$ cat src/rtl/phase_tap_pkg.sv
package phase_tap_pkg;

    // Interpretation of the stored request
    typedef enum logic {
        SHIFT_ANGLE  = 1'b0,
        SHIFT_DIRECT = 1'b1
    } shift_mode_e;

    // Angle requests are in 1/2**FRAC_BITS of a period
    localparam int FRAC_BITS = 8;
    localparam int FULL_TURN = 1 << FRAC_BITS;

    // Registered tap result
    typedef struct packed {
        logic valid;
        logic back;
    } tap_flags_t;

endpackage

$ cat src/rtl/ptc_req_reg.sv
module ptc_req_reg
    import phase_tap_pkg::*;
#(
    parameter int REQ_W = 11
) (
    input  logic                    clk,
    input  logic                    rst,
    input  logic [REQ_W-1:0]        limit,
    input  logic                    load,
    input  logic signed [REQ_W-1:0] load_val,
    input  logic                    step_en,
    input  logic                    step_dir,
    output logic signed [REQ_W-1:0] req,
    output logic                    ovf,
    output logic                    step_acc
);
    localparam int EXT_W = REQ_W + 1;

    logic signed [EXT_W-1:0] cand;
    logic        [EXT_W-1:0] cand_mag;
    logic                    write_en;
    logic                    over;
    logic signed [REQ_W-1:0] next_req;
    logic        [REQ_W-1:0] neg_limit;

    always_comb begin
        write_en = load | step_en;
        if (load) begin
            cand = EXT_W'(load_val);
        end else if (step_dir) begin
            cand = EXT_W'(req) + EXT_W'(1);
        end else begin
            cand = EXT_W'(req) - EXT_W'(1);
        end
        cand_mag  = cand[EXT_W-1] ? EXT_W'(-cand) : EXT_W'(cand);
        over      = cand_mag > {1'b0, limit};
        neg_limit = ~limit + REQ_W'(1);
        if (!over) begin
            next_req = cand[REQ_W-1:0];
        end else if (cand[EXT_W-1]) begin
            next_req = neg_limit;
        end else begin
            next_req = limit;
        end
    end

    always_ff @(posedge clk) begin
        if (rst) begin
            req      <= '0;
            ovf      <= 1'b0;
            step_acc <= 1'b0;
        end else begin
            step_acc <= step_en & ~load;
            if (write_en) begin
                req <= next_req;
                if (over) begin
                    ovf <= 1'b1;
                end
            end
        end
    end
endmodule

$ cat src/rtl/ptc_scaler.sv
module ptc_scaler
    import phase_tap_pkg::*;
#(
    parameter int TAP_W = 10,
    parameter int REQ_W = 11
) (
    input  logic                    clk,
    input  logic                    rst,
    input  shift_mode_e             mode,
    input  logic                    cal_ok,
    input  logic [TAP_W-1:0]        tpp,
    input  logic [REQ_W-1:0]        limit,
    input  logic signed [REQ_W-1:0] req,
    output logic [TAP_W-1:0]        tap_mag,
    output tap_flags_t              flags
);
    localparam int PROD_W = REQ_W + TAP_W;

    logic [REQ_W-1:0]  req_mag;
    logic [REQ_W-1:0]  clipped;
    logic [PROD_W-1:0] product;
    logic [TAP_W-1:0]  mag_next;

    always_comb begin
        req_mag = req[REQ_W-1] ? REQ_W'(-req) : REQ_W'(req);
        clipped = (req_mag > limit) ? limit : req_mag;
        // full-width product, then truncate toward the lower tap
        product = PROD_W'(clipped) * PROD_W'(tpp);
        if (mode == SHIFT_DIRECT) begin
            mag_next = TAP_W'(clipped);
        end else begin
            mag_next = TAP_W'(product >> FRAC_BITS);
        end
    end

    always_ff @(posedge clk) begin
        if (rst) begin
            tap_mag <= '0;
            flags   <= '0;
        end else if (cal_ok) begin
            tap_mag     <= mag_next;
            flags.valid <= 1'b1;
            flags.back  <= req[REQ_W-1];
        end else begin
            tap_mag <= '0;
            flags   <= '0;
        end
    end
endmodule

$ cat src/rtl/ptc_done_pipe.sv
module ptc_done_pipe (
    input  logic clk,
    input  logic rst,
    input  logic step_acc,
    input  logic tap_valid,
    output logic step_done
);
    logic acc_d1;

    always_ff @(posedge clk) begin
        if (rst) begin
            acc_d1    <= 1'b0;
            step_done <= 1'b0;
        end else begin
            acc_d1    <= step_acc;
            step_done <= acc_d1 & tap_valid;
        end
    end
endmodule

$ cat src/rtl/phase_tap_conv.sv
module phase_tap_conv
    import phase_tap_pkg::*;
#(
    parameter int TAP_W = 10
) (
    input  logic                    clk,
    input  logic                    rst,
    input  logic                    cal_done,
    input  logic [TAP_W-1:0]        taps_per_period,
    input  logic                    mode,
    input  logic                    req_load,
    input  logic signed [TAP_W:0]   req_value,
    input  logic                    step_en,
    input  logic                    step_dir,
    output logic [TAP_W-1:0]        tap_mag,
    output logic                    tap_back,
    output logic                    tap_valid,
    output logic                    step_done,
    output logic                    ovf_flag
);
    localparam int REQ_W = TAP_W + 1;

    shift_mode_e             mode_e;
    logic [REQ_W-1:0]        limit;
    logic                    cal_ok;
    logic signed [REQ_W-1:0] req;
    logic                    step_acc;
    tap_flags_t              flags;

    always_comb begin
        mode_e = shift_mode_e'(mode);
        cal_ok = cal_done && (taps_per_period != '0);
        if (mode_e == SHIFT_DIRECT) begin
            limit = REQ_W'(taps_per_period >> 1);
        end else begin
            limit = REQ_W'(FULL_TURN);
        end
    end

    ptc_req_reg #(.REQ_W(REQ_W)) u_req (
        .clk      (clk),
        .rst      (rst),
        .limit    (limit),
        .load     (req_load),
        .load_val (req_value),
        .step_en  (step_en),
        .step_dir (step_dir),
        .req      (req),
        .ovf      (ovf_flag),
        .step_acc (step_acc)
    );

    ptc_scaler #(.TAP_W(TAP_W), .REQ_W(REQ_W)) u_scale (
        .clk     (clk),
        .rst     (rst),
        .mode    (mode_e),
        .cal_ok  (cal_ok),
        .tpp     (taps_per_period),
        .limit   (limit),
        .req     (req),
        .tap_mag (tap_mag),
        .flags   (flags)
    );

    assign tap_valid = flags.valid;
    assign tap_back  = flags.back;

    ptc_done_pipe u_done (
        .clk       (clk),
        .rst       (rst),
        .step_acc  (step_acc),
        .tap_valid (tap_valid),
        .step_done (step_done)
    );
endmodule

$ cat config.mk
export PLATFORM = sky130hd
export DESIGN_NAME = phase_tap_conv
export DESIGN_NICKNAME = d
export VERILOG_FILES = /design/src/rtl/phase_tap_pkg.sv /design/src/rtl/ptc_req_reg.sv /design/src/rtl/ptc_scaler.sv /design/src/rtl/ptc_done_pipe.sv /design/src/rtl/phase_tap_conv.sv
export SDC_FILE = /design/constraint.sdc
export NUM_CORES = 1
export LEC_CHECK = 0
export BUFFER_PORTS_ARGS = -buffer_cell sky130_fd_sc_hd__buf_2
export CAP_MARGIN = 20
export CORE_ASPECT_RATIO = 1.5
export CORE_MARGIN = 5
export CORE_UTILIZATION = 35
export CTS_CLUSTER_DIAMETER = 40
export DETAILED_ROUTE_END_ITERATION = 16
export GPL_ROUTABILITY_DRIVEN = 0
export PLACE_DENSITY_LB_ADDON = 0.12
export SLEW_MARGIN = 30
export SYNTH_ARGS = -nofsm -noshare
export SYNTH_HDL_FRONTEND = slang
export SYNTH_SLANG_ARGS = --single-unit
$ cat constraint.sdc
create_clock -name clk -period 9.4 [get_ports clk]
set_clock_uncertainty 0.1 [all_clocks]
set_input_delay 0.94 -clock clk [delete_from_list [all_inputs] [get_ports clk]]
set_output_delay 0.94 -clock clk [all_outputs]
set_load 0.01 [all_outputs]
[Word level (Yosys, flattened, before mapping)]
Index checks and enable logic that the tools add are counted.
Word-level totals
  register bits after elaboration: 27
  input bits: 28
Cells by class
  add/sub/neg operators: 5
  multipliers: 1
  $lt $le $gt $ge: 2
  muxes and demuxes: 10
  bitwise gates (word level): 6
  reduce and logical (&&, ||, !) cells: 4
Operators by type and width (count)
  $mux W11: 4
  $mux W12: 3
  $mul A11 B10 Y18: 1
  $add A11 B2 Y12 const B: 1
  $gt A12 B9 Y1: 1
  $neg A12 Y12: 1
  $sub A11 B2 Y12 const B: 1
  $add A11 B1 Y11 const B: 1
  $gt A11 B9 Y1: 1
  $neg A11 Y11: 1
  $not A9 Y11: 1
  $mux W10: 1
  $reduce_bool A10 Y1: 1
  $mux W9: 1
  $and A1 B1 Y1: 2
  $mux W2: 1
  $not A1 Y1: 2
  $reduce_and A2 Y1: 1
  $reduce_or A2 Y1: 1
  $logic_and A1 B1 Y1: 1
  $or A1 B1 Y1: 1

[Longest topological paths before layout]
Gate-level depths: netlist (run 1).
  depth after elaboration: 7
  mapped depth: 35
  mapped depth without buffers: 33

[Modules after synthesis]
From an unflattened synthesis (run 1), not the netlist that was laid out.
Second synthesis, totals
  cell total of the unflattened synthesis: 739
  area total of the unflattened synthesis: 6252.2 um^2
By module, submodules not included
  ptc_scaler: instances 1, cells each 473, area an instance 4144.0 um^2, sequential area each 240.2 um^2
  ptc_req_reg: instances 1, cells each 247, area an instance 1965.6 um^2, sequential area each 260.2 um^2
  phase_tap_conv: instances 1, cells each 15, area an instance 87.6 um^2, sequential area each 0.0 um^2
  ptc_done_pipe: instances 1, cells each 4, area an instance 55.1 um^2, sequential area each 40.0 um^2

[Worst setup path after synthesis (run 1)]
OpenSTA, ideal clock, no wires.
  path kind: register to register
  start: register u_req.req[0]
  end: register u_scale.tap_mag[7]
  data arrival time: 7.562 ns
  setup slack: 1.619 ns
  stages on the path, launching flop included: 31
  buffers on the path: 3
  period minus slack after synthesis: 7.781 ns
  path through: dfxtp_1 -> buf_4 -> or4_4 -> o41ai_1 -> xnor2_1 -> ha_1 -> a21o_1 -> a21oi_1 -> nand2_1 -> o21ai_0 -> clkbuf_1 -> a21oi_1 -> a31o_2 -> clkbuf_1 -> and2_1 -> fa_1 -> inv_1 -> fa_1 -> inv_1 -> fa_1 -> fa_1 -> inv_1 -> fa_1 -> inv_1 -> ha_1 -> nor2b_1 -> o21ai_0 -> o311ai_4 -> a41oi_1 -> xor2_1 -> o21ai_1
On the way
  longest elaborated chain between the ends: 6
Ends and longest elaborated chain
  start, declared: RTL line ptc_req_reg.sv:13  | output logic signed [REQ_W-1:0] req,
  start signal, assigned: RTL line ptc_req_reg.sv:55  | req <= next_req;
  $neg A11 Y11: RTL line ptc_scaler.sv:25  | req_mag = req[REQ_W-1] ? REQ_W'(-req) : REQ_W'(req);
  $mux W11 *: RTL line ptc_scaler.sv:25
  $gt A11 B9 Y1: RTL line ptc_scaler.sv:26  | clipped = (req_mag > limit) ? limit : req_mag;
  $mux W11 *: RTL line ptc_scaler.sv:26
  $mul A11 B10 Y18: RTL line ptc_scaler.sv:28  | product = PROD_W'(clipped) * PROD_W'(tpp);
  $mux W10 *: RTL line ptc_scaler.sv:29  | if (mode == SHIFT_DIRECT) begin
  end signal, assigned: RTL line ptc_scaler.sv:41  | tap_mag <= mag_next;
  end, declared: RTL line ptc_scaler.sv:14  | output logic [TAP_W-1:0] tap_mag,
Mark *: on every way between the ends. The rest lies on a longest branch, timed or not.
A chain may end at the register's enable or synchronous reset.

[Worst setup path in the final report (run 1)]
Ends and elaborated chain as after synthesis.

==> flow_summary_export.csv, run 1 <==
group,metric,value,unit
outcome,status,"completed",
finish,n_antenna_cell,0,
die,dieWidth,118,um
global_route,grt_pass1_vias,5602,
sta,hold_viol_final,0,
placed_design,preCtsSetupSlack,838,ps
cts,cts_sinks,27,
finish,multi_input_comb_area,5150,um2
drt,drt-initial-drc-count,230,
die,die_area,20300,um2
cts,clkTransAtPathRegs,80,ps
die,pin_count,42,
logic_synthesis,ys_async_sr_fraction,0,
critical_path,criticalPathCategory,"register to register",
cts,clk-insertion-delay-late,270,ps
cts,cts_tree,"built",
drt,route.vias.total,5269,
logic_synthesis,ys_seq_area_frac,0.0884,
global_route,antenna_found_initial,1,
cts,cts_resized,0,
logic_synthesis,yosys.area.top_type,"fa_1",
logic_synthesis,synth.distinct_cells,78,
sta,period_minus_slack,8560,ps
drt,drt_wl_total,17.9,mm
hold_path,worstHoldPathType,"register to register",
die,core.rowCount,59,
critical_path,crit_required,9470,ps
logic_synthesis,synth_area_leaders,"fa_1 (22%), ha_1 (15%), dfxtp_1 (8.8%)",
die,initial_core_util,0.354,
global_route,overflow,0,
finish,final_core_util,0.381,
die,coreArea,17300,um2
drt,final_antenna_net_count,0,
sta,clock.fmax,0.117,GHz
sta,finalCritPeriodShare,0.910,
flow_run,cap_violations,0,
drt,dr.pass1.iters,4,
global_route,grtUsageTotal,0.179,
cts,htree_levels,1,
logic_synthesis,syn_inst,726,
logic_synthesis,synth_most_common_cell,"nand2_1",
finish,layout.nets,923,
sta,slew_headroom,0.418,
critical_path,slowest_delay,690,ps
drt,drc,0,
finish,nFillCells,1843,
finish,drive_above_1_share,0.105,
sta,holdWs,323,ps
logic_synthesis,synth_commonest_cells,"nand2_1 (87), inv_1 (78), ha_1 (71), fa_1 (68), and2_1 (53)",
sta,rsz0062_at_grt,"false",
drt,via_per_inst,5.44,
logic_synthesis,ys.warnings.count,0,
logic_synthesis,synth_top_area_frac,0.223,
sta,setup_ws,844,ps
cts,clockBufferDepth,2,
critical_path,cp-end-kind,"register",
sta,fin_tns_setup,0,ps
drt,wl_per_cell,18.5,um
cts,postCtsHoldBufs,0,
finish,syn2layout_area_growth,7.67,%
placed_design,portBuffers,41,
cts,root_buffer,"clkbuf_16",
critical_path,cp_common_cell,"fa_1",
finish,register_area,541,um2
placed_design,dp_hpwl,14.9,mm
logic_synthesis,synth_seq_cells,27,
logic_synthesis,synth_ff_type,"dfxtp_1",
global_route,grt_pass1_wl,29.3,mm
critical_path,arrival,8620,ps
die,fp.dieH,172,um
sta,worst_slew_pin_slew,874,ps
logic_synthesis,syn_area,6110,um2
sta,drv_slew,0,
global_route,grt_max_degree,38,
sta,setup_viol,0,
logic_synthesis,synth-edff-count,0,
logic_synthesis,syn_avg_cell_area,8.42,um2
critical_path,slowest_stage,"a21oi_1",
critical_path,cp-start-kind,"register",
cts,cts_buffers,3,
cts,post_cts.repair.setup_buffers,0,
critical_path,path_max_fanout,13,
[worst max-delay path, delay by kind of cell, from the launching register on]
family	cells	cell delay (ps)
AOI/OAI and AO/OA	8	2270
xor gates and xnor gates	2	420
adders and majority gates	8	3470
buffers and inverters	5	530
DFF	1	410
and+or+nand+nor	8	1260
[final cells by class]
type / count / area share
clock buffers: 4 / 0.0120
inverters: 78 / 0.0445
multi-input cells: 599 / 0.783
flip-flops and latches: 27 / 0.0821
well taps: 213 / 0.0405
repair buffers: 47 / 0.0380
[placed cells by master (no fill, tap or decap), types with 5 or more instances in the layout]
| cell | n |
|---|---|
| o21a_1 | 8 |
| buf_2 | 41 |
| a221oi_1 | 6 |
| nand2b_1 | 11 |
| o211ai_1 | 13 |
| a31o_2 | 6 |
| xor2_1 | 8 |
| dfxtp_1 | 27 |
| a21o_1 | 8 |
| nor2b_1 | 8 |
| nand3_1 | 13 |
| nor2_1 | 29 |
| nor3_1 | 9 |
| inv_1 | 78 |
| buf_4 | 6 |
| fa_1 | 68 |
| xnor2_1 | 27 |
| o31ai_1 | 5 |
| nor4_1 | 5 |
| nand2_1 | 87 |
| a21oi_1 | 25 |
| nand4_1 | 5 |
| o21ai_0 | 20 |
| and2_1 | 53 |
| conb_1 | 15 |
| o311ai_1 | 6 |
| ha_1 | 71 |
| o21ai_1 | 8 |
| nand3b_1 | 6 |
[logic make-up after synthesis]
family / after synthesis / share of synthesized area
simple gates: 257 / 0.222
other cells: 2 / 0.00123
compound gates: 149 / 0.186
xor+xnor: 35 / 0.0501
flops: 27 / 0.0884
fa+ha+maj: 139 / 0.368
buf+inv: 113 / 0.0765
mux: 4 / 0.00778
[stage by stage]
step / cells / area [um2]
after floorplan: 739 / 6160
after global placement: 963 / 6500
after detailed placement: 964 / 6500
after CTS: 968 / 6580
after global routing: 968 / 6580
final: 968 / 6580
[path summary, 6_finish.rpt]
path | startpoint | end | slack [ps] | depth (start not counted)
worst max-delay path | u_req.req[0]$_SDFFE_PP0P_ | u_scale.tap_mag[7]$_SDFF_PP0_ | 840 | 31
worst min-delay path | u_done.acc_d1$_SDFF_PP0_ | u_done.step_done$_SDFF_PP0_ | 320 | 2
worst max register to register | u_req.req[0]$_SDFFE_PP0P_ | u_scale.tap_mag[7]$_SDFF_PP0_ | 840 | 31
worst min register to register | u_done.acc_d1$_SDFF_PP0_ | u_done.step_done$_SDFF_PP0_ | 320 | 2
[registers in the layout, indices dropped and copies added (netlist names)]
name	cells
u_req.req	11
u_scale.tap_mag	10
u_done.step_done	1
u_scale.flags	2
u_req.ovf	1
u_done.acc_d1	1
u_req.step_acc	1
[routing by layer]
layer  vias to the layer above  global-route usage  wire length [um]  part of all wire
met4                         2              0.0763               748             0.042
met5                         -                   0                 8           0.00045
met2                       106               0.361              9970              0.56
met3                        40             0.00884               393             0.022
met1                      2578               0.192              6750              0.38
li1                       2543                   -                 -                 -
Power of run 1 is not shown: default switching activity piles up to over one toggle a cycle in this logic, so the estimate is an artifact.
==> inputs of run 2 (changes only) <==
--- a/config.mk
+++ b/config.mk
@@ -14,6 +14,7 @@
 export DETAILED_ROUTE_END_ITERATION = 16
 export GPL_ROUTABILITY_DRIVEN = 0
 export PLACE_DENSITY_LB_ADDON = 0.12
+export RECOVER_POWER = 100
 export SLEW_MARGIN = 30
 export SYNTH_ARGS = -nofsm -noshare
 export SYNTH_HDL_FRONTEND = slang
==> run 2 against run 1 <==
The run now ends with capacitance limit, slew limit left. Register-to-register slack about the same. Routed wire length about the same. Cell count unchanged. Flip-flop and latch count unchanged. Count of clock-buffer cells in the layout unchanged. Sequential share of layout area about the same. Design area decreased by 0.59%.
==> flow_summary_export.csv, run 2 (same netlist as run 1, synthesis figures left out) <==
group,metric,value,unit
drt,wl_per_cell,18.5,um
drt,final_antenna_net_count,0,
sta,rsz0062_at_grt,"false",
cts,postCtsHoldBufs,0,
drt,route.vias.total,5252,
sta,clock.fmax,0.117,GHz
critical_path,arrival,8610,ps
finish,largest-register,"u_req.req",
die,dieWidth,118,um
critical_path,slowest_delay,670,ps
cts,clk-insertion-delay-late,270,ps
die,initial_core_util,0.354,
drt,drc,0,
sta,drv_slew,38,
critical_path,path_max_fanout,13,
cts,post_cts.repair.setup_buffers,0,
cts,clockBufferDepth,2,
global_route,overflow,0,
outcome,violations,"capacitance limit, slew limit",
critical_path,cp_num_buf_inv,5,
die,coreArea,17300,um2
sta,setup_viol,0,
sta,hold_viol_final,0,
cts,htree_levels,1,
drt,dr.pass1.iters,4,
sta,fin_tns_setup,0,ps
cts,cts_resized,0,
cts,cts_buffers,3,
outcome,status,"finished with violations",
global_route,grt_pass1_wl,29.3,mm
cts,root_buffer,"clkbuf_16",
critical_path,crit_family,"adder cells",
finish,top_regs,"u_req.req: 11 flops, u_scale.tap_mag: 10 flops, u_scale.flags: 2 flops",
global_route,antenna_found_initial,1,
critical_path,cp-end-kind,"register",
critical_path,criticalPathCategory,"register to register",
critical_path,crit_required,9470,ps
cts,cts_sinks,27,
global_route,grt_max_degree,38,
finish,n_antenna_cell,0,
sta,finalCritPeriodShare,0.909,
global_route,grt_pass1_vias,5602,
global_route,grtUsageTotal,0.179,
placed_design,dp_hpwl,14.9,mm
critical_path,slowest_stage,"a21oi_1",
die,core.rowCount,59,
finish,layout.nets,923,
cts,clkTransAtPathRegs,80,ps
die,die_area,20300,um2
cts,cts_tree,"built",
finish,syn2layout_area_growth,7.04,%
hold_path,worstHoldPathType,"register to register",
drt,via_per_inst,5.43,
flow_run,cap_violations,1,
finish,final_common_cell,"nand2_1",
die,fp.dieH,172,um
finish,nFillCells,1848,
sta,slew_headroom,-0.0824,
critical_path,cp_common_cell,"fa_1",
drt,drt_wl_total,17.9,mm
sta,period_minus_slack,8540,ps
die,pin_count,42,
placed_design,portBuffers,41,
finish,drive_above_1_share,0.0781,
drt,drt-initial-drc-count,219,
sta,worst_slew_pin_slew,1620,ps
critical_path,cp-start-kind,"register",
finish,largest_reg_flops,11,
finish,layout_common_cells,"nand2_1 (87), inv_1 (78), ha_1 (71), fa_1 (68), and2_1 (52)",
==> run 2: cell types whose count changed in the layout (fill, tap and decap cells not counted), sizes merged <==
cell / before / now
clkbuf: 4 / 21
buf: 47 / 30
==> run 2: worst paths after layout <==
kind,start,endpoint,slack (ps),cells past startpoint
min reg2reg,u_done.acc_d1$_SDFF_PP0_,u_done.step_done$_SDFF_PP0_,320,2
min,u_done.acc_d1$_SDFF_PP0_,u_done.step_done$_SDFF_PP0_,320,2
max,u_req.req[0]$_SDFFE_PP0P_,u_scale.tap_mag[7]$_SDFF_PP0_,860,31
max reg2reg,u_req.req[0]$_SDFFE_PP0P_,u_scale.tap_mag[7]$_SDFF_PP0_,860,31
==> run 2: cell type report <==
class | count | area [um2] | area share
repair buffers | 47 | 226 | 0.0346
inverters | 78 | 293 | 0.0447
flip-flops and latches | 27 | 541 | 0.0826
well taps | 213 | 267 | 0.0407
multi-input cells | 599 | 5140 | 0.785
clock buffers | 4 | 78.8 | 0.0120
==> run 2: worst register-to-register path, delay by kind of cell, from the launching register on <==
family	cells	cell delay, ps
AOI/OAI and AO/OA	8	2260
DFF	1	410
xor gates and xnor gates	2	420
adders and majority gates	8	3470
buffers and inverters	5	540
and+or+nand+nor	8	1240
==> run 2: routing by layer <==
metal  part of all wire  global-route usage  vias to the layer above
li1                   -                   -                     2542
met1               0.38               0.192                     2572
met2               0.56               0.361                       95
met3              0.019             0.00884                       41
met4              0.042              0.0763                        2
met5            0.00045                   0                        -
==> run 2: through the flow <==
step	area, um2	setup slack [ps]	hold slack, ps	instances	utilization
after floorplan	6160	1620	304	739	-
after global placement	6500	1010	309	963	0.376
after detailed placement	6500	838	317	964	0.377
after CTS	6580	825	328	968	0.381
after global routing	6550	20.4	347	968	0.379
final	6550	855	323	968	0.379
Power of run 2 is left out for the same reason.
==> inputs of run 3 (changes only) <==
--- a/config.mk
+++ b/config.mk
@@ -5,6 +5,7 @@
 export SDC_FILE = /design/constraint.sdc
 export NUM_CORES = 1
 export LEC_CHECK = 0
+export ABC_AREA = 1
 export BUFFER_PORTS_ARGS = -buffer_cell sky130_fd_sc_hd__buf_2
 export CAP_MARGIN = 20
 export CORE_ASPECT_RATIO = 1.5
==> run 3 against run 2 <==
The flow now finishes without violations. Synthesized area is 1.7% higher. Design area is 2.2% higher. Register-to-register slack better by 160 ps. Sequential share of layout area is 0.18 points lower.
==> flow_summary_export.csv, run 3 <==
group,metric,value,unit
sta,rsz0062_at_grt,"false",
die,dieWidth,119,um
logic_synthesis,syn_avg_cell_area,6.69,um2
die,coreArea,17400,um2
critical_path,rr_endpoint,"u_scale.tap_mag[8]$_SDFF_PP0_",
global_route,grt_max_degree,21,
critical_path,arrival,8460,ps
logic_synthesis,synth_top_family_by_area,"adder cells",
finish,layout_common_cells,"nand2_1 (233), inv_1 (173), nor2_1 (109), ha_1 (71), fa_1 (68)",
drt,drt_wl_total,19.4,mm
drt,drc,0,
critical_path,criticalPathCategory,"register to register",
sta,slew_headroom,0.123,
drt,route.vias.total,5801,
logic_synthesis,synth.distinct_cells,38,
sta,period_minus_slack,8380,ps
cts,htree_levels,1,
critical_path,worst_r2r_path_depth,39,
critical_path,cp_common_cell,"nand2_1",
finish,largest-register,"u_req.req",
critical_path,crit_required,9480,ps
logic_synthesis,synth.area.mux_share,0,
die,die_area,20600,um2
logic_synthesis,ys_async_sr_fraction,0,
critical_path,rrSetupSlack,1020,ps
finish,top_regs,"u_req.req: 11 flops, u_scale.tap_mag: 10 flops, u_scale.flags: 2 flops",
placed_design,dp_hpwl,16.8,mm
logic_synthesis,synth_seq_cells,27,
die,pin_count,42,
cts,cts_resized,0,
critical_path,r2r-start,"u_req.req[0]$_SDFFE_PP0P_",
finish,final_common_cell,"nand2_1",
placed_design,preCtsSetupSlack,1200,ps
critical_path,cp-end-kind,"register",
logic_synthesis,yosys.area.top_type,"fa_1",
sta,fin_tns_setup,0,ps
drt,wl_met1,7.19,mm
global_route,grt_pass1_wl,31.3,mm
finish,layout.nets,1138,
drt,wl_met3,434,um
cts,cts_buffers,3,
sta,setup_ws,1020,ps
finish,drive_above_1_share,0.0619,
global_route,grtUsageTotal,0.190,
critical_path,cp-start-kind,"register",
sta,clock.fmax,0.119,GHz
sta,worst_slew_pin_slew,1320,ps
drt,via_per_inst,4.90,
logic_synthesis,synth_area_leaders,"fa_1 (22%), ha_1 (14%), nand2_1 (14%)",
global_route,grt_pass1_vias,6041,
logic_synthesis,synth_ff_type,"dfxtp_1",
sta,drv_slew,0,
cts,root_buffer,"clkbuf_16",
cts,clockBufferDepth,2,
logic_synthesis,ys_seq_area_frac,0.0869,
sta,hold_viol_final,0,
global_route,overflow,0,
critical_path,endpoint,"u_scale.tap_mag[8]$_SDFF_PP0_",
logic_synthesis,synth-simple-area-share,0.310,
finish,largest_reg_flops,11,
finish,multi_input_comb_area,4960,um2
sta,finalCritPeriodShare,0.892,
die,initial_core_util,0.357,
critical_path,crit_start,"u_req.req[0]$_SDFFE_PP0P_",
cts,cts_sinks,27,
logic_synthesis,synth-edff-count,0,
outcome,status,"completed",
drt,wl_per_cell,16.4,um
cts,post_cts.repair.setup_buffers,0,
logic_synthesis,ys.warnings.count,0,
logic_synthesis,synth_top_area_frac,0.219,
finish,register_area,541,um2
drt,maxUsedRoutingLayer,"met4",
finish,nFillCells,1991,
logic_synthesis,synth_compound_area_frac,0.0833,
cts,clkTransAtPathRegs,80,ps
cts,clk-insertion-delay-late,270,ps
drt,dr.pass1.iters,5,
drt,met2WireLength,11.1,mm
global_route,antenna_found_initial,0,
drt,drt-initial-drc-count,280,
finish,n_antenna_cell,0,
logic_synthesis,synth_xor_area_frac,0.0380,
logic_synthesis,syn_area,6220,um2
placed_design,portBuffers,41,
cts,postCtsHoldBufs,0,
sta,setup_viol,0,
logic_synthesis,synth_commonest_cells,"nand2_1 (233), inv_1 (172), nor2_1 (108), ha_1 (71), fa_1 (68)",
die,core.rowCount,59,
hold_path,worstHoldPathType,"register to register",
drt,final_antenna_net_count,0,
critical_path,path_max_fanout,12,
logic_synthesis,synthAdderAreaFrac,0.362,
cts,cts_tree,"built",
finish,syn2layout_area_growth,7.59,%
logic_synthesis,syn_inst,929,
critical_path,slowest_delay,790,ps
flow_run,cap_violations,0,
die,fp.dieH,173,um
critical_path,slowest_stage,"o21ai_0",
logic_synthesis,synth_most_common_cell,"nand2_1",
run 3: layer usage:
metal / track usage / up-vias
li1: - / 2950
met1: 0.197 / 2721
met2: 0.388 / 96
met3: 0.0147 / 34
met4: 0.0701 / 0
met5: 0 / -
run 3: cells by family after synthesis:
group | after synthesis
compound gates | 90
xor+xnor | 27
fa+ha+maj | 139
buf+inv | 192
flops | 27
other cells | 2
simple gates | 452
run 3: area by class of cell:
| cell class | instances | area share |
|---|---|---|
| sequential | 27 | 0.0808 |
| timing repair buffer | 41 | 0.0275 |
| clock inverter | 1 | 0.000748 |
| tap | 213 | 0.0398 |
| inverter | 175 | 0.0982 |
| clock buffer | 3 | 0.0112 |
| multi-input combinational | 723 | 0.742 |
run 3: worst min path at each step:
stage | from | to | slack, ps | cells after the start
3_3_place_gp | u_req.step_acc$_SDFF_PP0_ | u_done.acc_d1$_SDFF_PP0_ | 300 | 2
3_5_place_dp | u_req.step_acc$_SDFF_PP0_ | u_done.acc_d1$_SDFF_PP0_ | 300 | 2
4_1_cts | u_req.step_acc$_SDFF_PP0_ | u_done.acc_d1$_SDFF_PP0_ | 310 | 2
2_1_floorplan | u_req.step_acc$_SDFF_PP0_ | u_done.acc_d1$_SDFF_PP0_ | 290 | 2
5_1_grt | u_req.step_acc$_SDFF_PP0_ | u_done.acc_d1$_SDFF_PP0_ | 330 | 2
6_report | u_req.step_acc$_SDFF_PP0_ | u_done.acc_d1$_SDFF_PP0_ | 310 | 2
run 3: per-stage QoR:
stage	hold slack, ps	util	area (um2)	std cells
2_1_floorplan	288	-	6270	942
3_3_place_gp	302	0.382	6660	1179
3_5_place_dp	304	0.382	6660	1179
4_1_cts	314	0.387	6740	1183
5_1_grt	334	0.384	6690	1183
6_report	305	0.384	6690	1183
run 3: worst max-delay path, delay by kind of cell, from the launching register on:
kind                       cells  cell delay, ps
xor gates and xnor gates       1             290
buffers and inverters          8             970
AOI/OAI and AO/OA              5            1590
DFF                            1             370
adders and majority gates      8            3160
and+or+nand+nor               17            1780
Power of run 3 is left out for the same reason.
